## config.mk

```make
export PLATFORM = sky130hd
export DESIGN_NAME = pinbank_gpio
export DESIGN_NICKNAME = d
export VERILOG_FILES = /design/src/rtl/pinbank_pkg.sv /design/src/rtl/pinbank_sync.sv /design/src/rtl/pinbank_regs.sv /design/src/rtl/pinbank_irq.sv /design/src/rtl/pinbank_gpio.sv
export SDC_FILE = /design/constraint.sdc
export NUM_CORES = 1
export LEC_CHECK = 0
export BUFFER_PORTS_ARGS = -buffer_cell sky130_fd_sc_hd__buf_2
export CAP_MARGIN = 0
export CORE_MARGIN = 1.5
export CORE_UTILIZATION = 45
export DETAILED_ROUTE_END_ITERATION = 10
export PLACE_DENSITY = 0.72
export SYNTH_ARGS = -nofsm -noshare
export SYNTH_HDL_FRONTEND = slang
export SYNTH_SLANG_ARGS = --single-unit
```

## constraint.sdc

```tcl
create_clock -name clk -period 1.9 [get_ports clk]
set_clock_uncertainty 0.05 [all_clocks]
set_input_delay 0.19 -clock clk [delete_from_list [all_inputs] [get_ports clk]]
set_output_delay 0.19 -clock clk [all_outputs]
set_load 0.01 [all_outputs]
```

## src/rtl/pinbank_pkg.sv

```systemverilog
package pinbank_pkg;
  localparam int ADDR_W = 3;
  typedef enum logic [ADDR_W-1:0] {
    A_BANK = 3'd0,
    A_DIR  = 3'd1,
    A_LVL  = 3'd2,
    A_FLT  = 3'd3,
    A_IEN  = 3'd4,
    A_POL  = 3'd5
  } reg_addr_e;
endpackage

```

## src/rtl/pinbank_sync.sv

```systemverilog
module pinbank_sync #(
  parameter int W      = 16,
  parameter int STAGES = 2
) (
  input  logic         clk,
  input  logic         rst,
  input  logic [W-1:0] d,
  output logic [W-1:0] q
);
  logic [W-1:0] stage_q [STAGES];

  for (genvar s = 0; s < STAGES; s++) begin : g_stage
    always_ff @(posedge clk) begin
      if (rst) stage_q[s] <= '0;
      else if (s == 0) stage_q[s] <= d;
      else stage_q[s] <= stage_q[(s == 0) ? 0 : s-1];
    end
  end

  assign q = stage_q[STAGES-1];

  if (STAGES == 2) begin : g_chk

    sync_delay_chk: assert property (@(posedge clk) disable iff (rst)
      (!$past(rst) && !$past(rst, 2)) |-> (q == $past(d, 2)));
  end
endmodule

```

## src/rtl/pinbank_regs.sv

```systemverilog
module pinbank_regs
  import pinbank_pkg::*;
#(
  parameter int NUM_PINS = 16,
  parameter int REG_W    = 8
) (
  input  logic                clk,
  input  logic                rst,
  input  logic [ADDR_W-1:0]   addr,
  input  logic                wr_en,
  input  logic [REG_W-1:0]    wr_data,
  input  logic [NUM_PINS-1:0] pin_sync,
  output logic [REG_W-1:0]    rd_data,
  output logic [NUM_PINS-1:0] dir_o,
  output logic [NUM_PINS-1:0] lvl_o,
  output logic [NUM_PINS-1:0] flt_o,
  output logic [NUM_PINS-1:0] ien_o,
  output logic [NUM_PINS-1:0] pol_o
);
  localparam int BANKS  = NUM_PINS / REG_W;
  localparam int BANK_W = (BANKS > 1) ? $clog2(BANKS) : 1;

  logic [BANK_W-1:0] bank_q;
  logic [REG_W-1:0]  dir_r [BANKS];
  logic [REG_W-1:0]  lvl_r [BANKS];
  logic [REG_W-1:0]  flt_r [BANKS];
  logic [REG_W-1:0]  ien_r [BANKS];
  logic [REG_W-1:0]  pol_r [BANKS];
  reg_addr_e         a;
  logic [REG_W-1:0]  rd_next;

  assign a = reg_addr_e'(addr);

  always_ff @(posedge clk) begin
    if (rst) begin
      bank_q <= '0;
      for (int b = 0; b < BANKS; b++) begin
        dir_r[b] <= '1;
        lvl_r[b] <= '0;
        flt_r[b] <= '0;
        ien_r[b] <= '0;
        pol_r[b] <= '0;
      end
    end else if (wr_en) begin
      if (a == A_BANK) bank_q <= wr_data[BANK_W-1:0];
      for (int b = 0; b < BANKS; b++) begin
        if (bank_q == BANK_W'(b)) begin
          case (a)
            A_DIR:   dir_r[b] <= wr_data;
            A_LVL:   lvl_r[b] <= wr_data;
            A_FLT:   flt_r[b] <= wr_data;
            A_IEN:   ien_r[b] <= wr_data;
            A_POL:   pol_r[b] <= wr_data;
            default: ;
          endcase
        end
      end
    end
  end

  always_comb begin
    rd_next = '0;
    for (int b = 0; b < BANKS; b++) begin
      if (bank_q == BANK_W'(b)) begin
        case (a)
          A_DIR:   rd_next = dir_r[b];
          A_LVL:   rd_next = (dir_r[b] & pin_sync[b*REG_W +: REG_W]) |
                             (~dir_r[b] & lvl_r[b]);
          A_FLT:   rd_next = flt_r[b];
          A_IEN:   rd_next = ien_r[b];
          A_POL:   rd_next = pol_r[b];
          default: rd_next = '0;
        endcase
      end
    end
    if (a == A_BANK) rd_next = REG_W'(bank_q);
  end

  always_ff @(posedge clk) begin
    if (rst) rd_data <= '0;
    else rd_data <= rd_next;
  end

  for (genvar g = 0; g < BANKS; g++) begin : g_flat
    assign dir_o[g*REG_W +: REG_W] = dir_r[g];
    assign lvl_o[g*REG_W +: REG_W] = lvl_r[g];
    assign flt_o[g*REG_W +: REG_W] = flt_r[g];
    assign ien_o[g*REG_W +: REG_W] = ien_r[g];
    assign pol_o[g*REG_W +: REG_W] = pol_r[g];
  end


  reset_dir_chk: assert property (@(posedge clk)
    $past(rst) |-> (&dir_o && ien_o == '0 && flt_o == '0));

  if (BANKS > 1) begin : g_bank_chk

    other_bank_hold_chk: assert property (@(posedge clk) disable iff (rst)
      (wr_en && bank_q == '0) |=>
        ($stable(dir_r[BANKS-1]) && $stable(lvl_r[BANKS-1]) &&
         $stable(ien_r[BANKS-1]) && $stable(pol_r[BANKS-1])));
  end


  unused_addr_chk: assert property (@(posedge clk) disable iff (rst)
    (wr_en && addr > ADDR_W'(5)) |=>
      ($stable(dir_o) && $stable(lvl_o) && $stable(flt_o) &&
       $stable(ien_o) && $stable(pol_o) && $stable(bank_q)));
endmodule

```

## src/rtl/pinbank_irq.sv

```systemverilog
module pinbank_irq #(
  parameter int NUM_PINS = 16
) (
  input  logic                clk,
  input  logic                rst,
  input  logic [NUM_PINS-1:0] pin_sync,
  input  logic [NUM_PINS-1:0] dir,
  input  logic [NUM_PINS-1:0] ien,
  input  logic [NUM_PINS-1:0] pol,
  output logic                irq
);
  logic [NUM_PINS-1:0] hit;

  assign hit = ien & dir & ~(pin_sync ^ pol);

  always_ff @(posedge clk) begin
    if (rst) irq <= 1'b0;
    else irq <= |hit;
  end


  masked_irq_chk: assert property (@(posedge clk) disable iff (rst)
    ((ien & dir) == '0) |=> !irq);


  irq_source_chk: assert property (@(posedge clk) disable iff (rst)
    $rose(irq) |-> $past(|(ien & dir)));


  irq_clear_chk: assert property (@(posedge clk) disable iff (rst)
    (irq && hit == '0) |=> !irq);
endmodule

```

## src/rtl/pinbank_gpio.sv

```systemverilog
module pinbank_gpio
  import pinbank_pkg::*;
#(
  parameter int NUM_PINS    = 16,
  parameter int REG_W       = 8,
  parameter int SYNC_STAGES = 2
) (
  input  logic                clk,
  input  logic                rst,
  input  logic [ADDR_W-1:0]   addr,
  input  logic                wr_en,
  input  logic [REG_W-1:0]    wr_data,
  output logic [REG_W-1:0]    rd_data,
  input  logic [NUM_PINS-1:0] pad_in,
  output logic [NUM_PINS-1:0] pad_out,
  output logic [NUM_PINS-1:0] pad_oe,
  output logic                irq
);
  logic [NUM_PINS-1:0] pin_sync, dir, lvl, flt, ien, pol;

  pinbank_sync #(.W(NUM_PINS), .STAGES(SYNC_STAGES)) u_sync (
    .clk(clk), .rst(rst), .d(pad_in), .q(pin_sync));

  pinbank_regs #(.NUM_PINS(NUM_PINS), .REG_W(REG_W)) u_regs (
    .clk(clk), .rst(rst), .addr(addr), .wr_en(wr_en), .wr_data(wr_data),
    .pin_sync(pin_sync), .rd_data(rd_data), .dir_o(dir), .lvl_o(lvl),
    .flt_o(flt), .ien_o(ien), .pol_o(pol));

  pinbank_irq #(.NUM_PINS(NUM_PINS)) u_irq (
    .clk(clk), .rst(rst), .pin_sync(pin_sync), .dir(dir), .ien(ien),
    .pol(pol), .irq(irq));

  assign pad_oe  = ~dir & ~flt;
  assign pad_out = lvl;


  no_drive_input_chk: assert property (@(posedge clk) disable iff (rst)
    ((pad_oe & dir) == '0) && ((pad_oe & flt) == '0));
endmodule

```

==> impl_metrics.toml <==
[status]
status = "complete, no violations"

[sta]
report.final.slew_viol_count = 0
relSlewSlack_pct = 59.61
max_freq_ghz = 0.5317
worstMarginPinSlew_ns = 0.6043
hold_viol_final = 0
rsz0062_at_grt = "no"
setup_tns_ns = 0
setup_viol = 0
fin_crit_ns = 1.881
fin_ws_ns = 0.01929
fin_crit_sh_pct = 98.98
hold_slack_ns = 0.04964

[global_route]
track_usage_pct = 25.82
gr-total-overflow = 0
grt_pass1_wl_um = 21650
antenna_found_initial = 0
grt_pass1_vias = 3739
grt_max_degree = 44

[critical_path]
reg2reg_from = "u_regs.bank_q"
slowest_stage = "dfxtp_1"
crit_family = "buffers and inverters"
cp.required_ns = 1.97
ff2ff_setup_slack_ns = 0.02
r2r_end = "u_regs.dir_r[0][14]"
crit_arrival_ns = 1.95
slowest_delay_ns = 0.56
path_class = "reg2reg"
worstPathCellList = "inv_1 -> o21ai_0 -> buf_4"
crit_path_end_kind = "register"
r2r_cells = 3
cp_num_buf_inv = 2
crit_fanout = 12
cp-start-kind = "register"

[finish]
final_cell_mix = "80 x edfxtp_1, 70 x buf_2, 42 x dfxtp_1"
stdcell_area_um2 = 6658
final_core_util_pct = 58.81
drive_gt1_share_pct = 30.71
multi_input_area_um2 = 1802
antennaDiodeCount = 0
fillers = 897
fin_nets = 551
syn_to_final_growth_pct = 28.50
final_common_cell = "edfxtp_1"
seq_area_um2 = 3243
final_cells = 677

[clocking]
cts_tree = "done"
post_cts_buffers = 0
cts_hold_buf = 16
h-tree-depth = 4
post_cts_resized = 0
clkSlewWorstSetupHoldPaths_ns = 0.05
clockBufferDepth = 2
cts_made_buffers = 17
cts.sinks = 122
insertion_delay_ns = 0.42
ctsRootBufferMaster = "clkbuf_16"

[pwr]
ir_worst_vdd_v = 0.0005666
power_density_nw_per_um2 = 1020
p_leak_nw = 2.656
p_total_mw = 6.791

[floorplanning]
start_util_pct = 45.77
ios = 71
die_w_um = 110.3
die_area_um2 = 12170
die_h_um = 110.3
rows = 39
coreArea_um2 = 11320

[placement]
gp_routability_congestion = 0.9230
placed_area_um2 = 5894
pre_cts_slack_ns = -0.05543
portBuffers = 70
place_hpwl_um = 9909
placedCellCount = 629

[synthesis]
synth_top_family_by_area = "simple AND/OR/NAND/NOR gates"
synth_area_um2 = 5181
synth_compound_gate_area_share_pct = 9.104
netlist_top_cells_area = "edfxtp_1 46%, dfxtp_1 16%, mux2_2 4.8%"
yosys.area_share.simple_pct = 16.74
syn_area_per_cell_um2 = 12.89
synth-seq-area-share_pct = 62.59
muxShareOfSynthArea_pct = 6.230
ys_ff_latch = 122
synth_largest_area_cell = "edfxtp_1"
ys_warn_count = 0
synth_adder_area_share_pct = 0
synth_edf_count = 80
async_flop_share_pct = 0
synth-main-ff-cell = "edfxtp_1"
synth_cell_types = 46
synthXorXnorAreaFrac_pct = 2.705
syn_inst = 402
syn_nets = 432
yosys.area.top_type_share_pct = 46.37

[route]
m1WireLength_um = 6017
wl_per_cell_um = 21.70
wl_met2_um = 6934
drt_pass1_iterations = 5
finalWirelength_um = 14690
dr.max_layer_used = "met4"
vias_per_cell = 5.650
met3_wirelength_um = 1281
via_count = 3825
drt_first_iter_violations = 398
drtAntennaViolNets = 0
drc = 0

[min_path]
hp-start = "wr_data[0]"
holdPathEnd = "u_regs.bank_q"
hold_depth = 3
hp-class = "in2reg"

[run]
drv_cap = 0
## sequential cells by signal (all words and copies together), names as in the netlist
signal and count:
u_irq.irq 1, u_regs.lvl_r 16, u_regs.ien_r 16, u_sync.stage_q 32, u_regs.pol_r 16, u_regs.flt_r 16
u_regs.rd_data 8, u_regs.dir_r 16, u_regs.bank_q 1
## worst min-delay path, stage by stage
cell and delay, ns:
buf_2 0.14, a21oi_1 0.08, nor2_1 0.07
## metal layers
layer	vias up	GRT usage, %
met5	-	0
li1	1729	-
met4	0	13.00
met1	1842	34.01
met3	40	5.996
met2	214	40.04
## area by class of cell
cell class                      instances  area share (%)
Tap cell                              143           2.687
Inverter                                4          0.2255
Timing Repair Buffer                  120           12.25
Multi-Input combinational cell        256           27.06
Clock buffer                           19           6.803
Sequential cell                       122           48.71
Clock inverter                         13           2.255
## how the worst max path moves through the flow
stage                        startpoint             endpoint  depth (start not counted)
after floorplan           u_regs.bank_q  u_regs.flt_r[0][10]                          3
after global placement          addr[1]  u_regs.lvl_r[0][13]                          5
after detailed placement        addr[1]  u_regs.lvl_r[0][13]                          5
after CTS                 u_regs.bank_q  u_regs.dir_r[0][14]                          3
after global routing      u_regs.bank_q  u_regs.dir_r[0][14]                          3
final                     u_regs.bank_q  u_regs.dir_r[0][14]                          3
## synthesized netlist by cell type, drive strengths merged, types with 4 or more instances
library cell	n
edfxtp	80
dfxtp	42
nor2b	35
and2	32
mux2	23
nor2	21
nand3	19
xnor2	16
a22oi	14
buf	11
o21ai	11
nand2	10
clkbuf	9
or3	9
a21oi	8
a221oi	8
and3b	6
mux2i	6
o221ai	5
and2b	4
inv	4
nand4	4
nor3	4
## cells by family after synthesis
logic type,after synthesis
compound gates,62
xor+xnor,16
buf+inv,24
flops,122
mux,29
simple gates,149
## report_power, final
part | internal (mW) | leakage, nW | total (mW) | switching, mW
Sequential | 2.93 | 1.13 | 3.00 | 0.0612
Combinational | 0.238 | 1.25 | 0.528 | 0.290
Clock | 2.11 | 0.282 | 3.27 | 1.16
(Power assumes the default switching activity.)
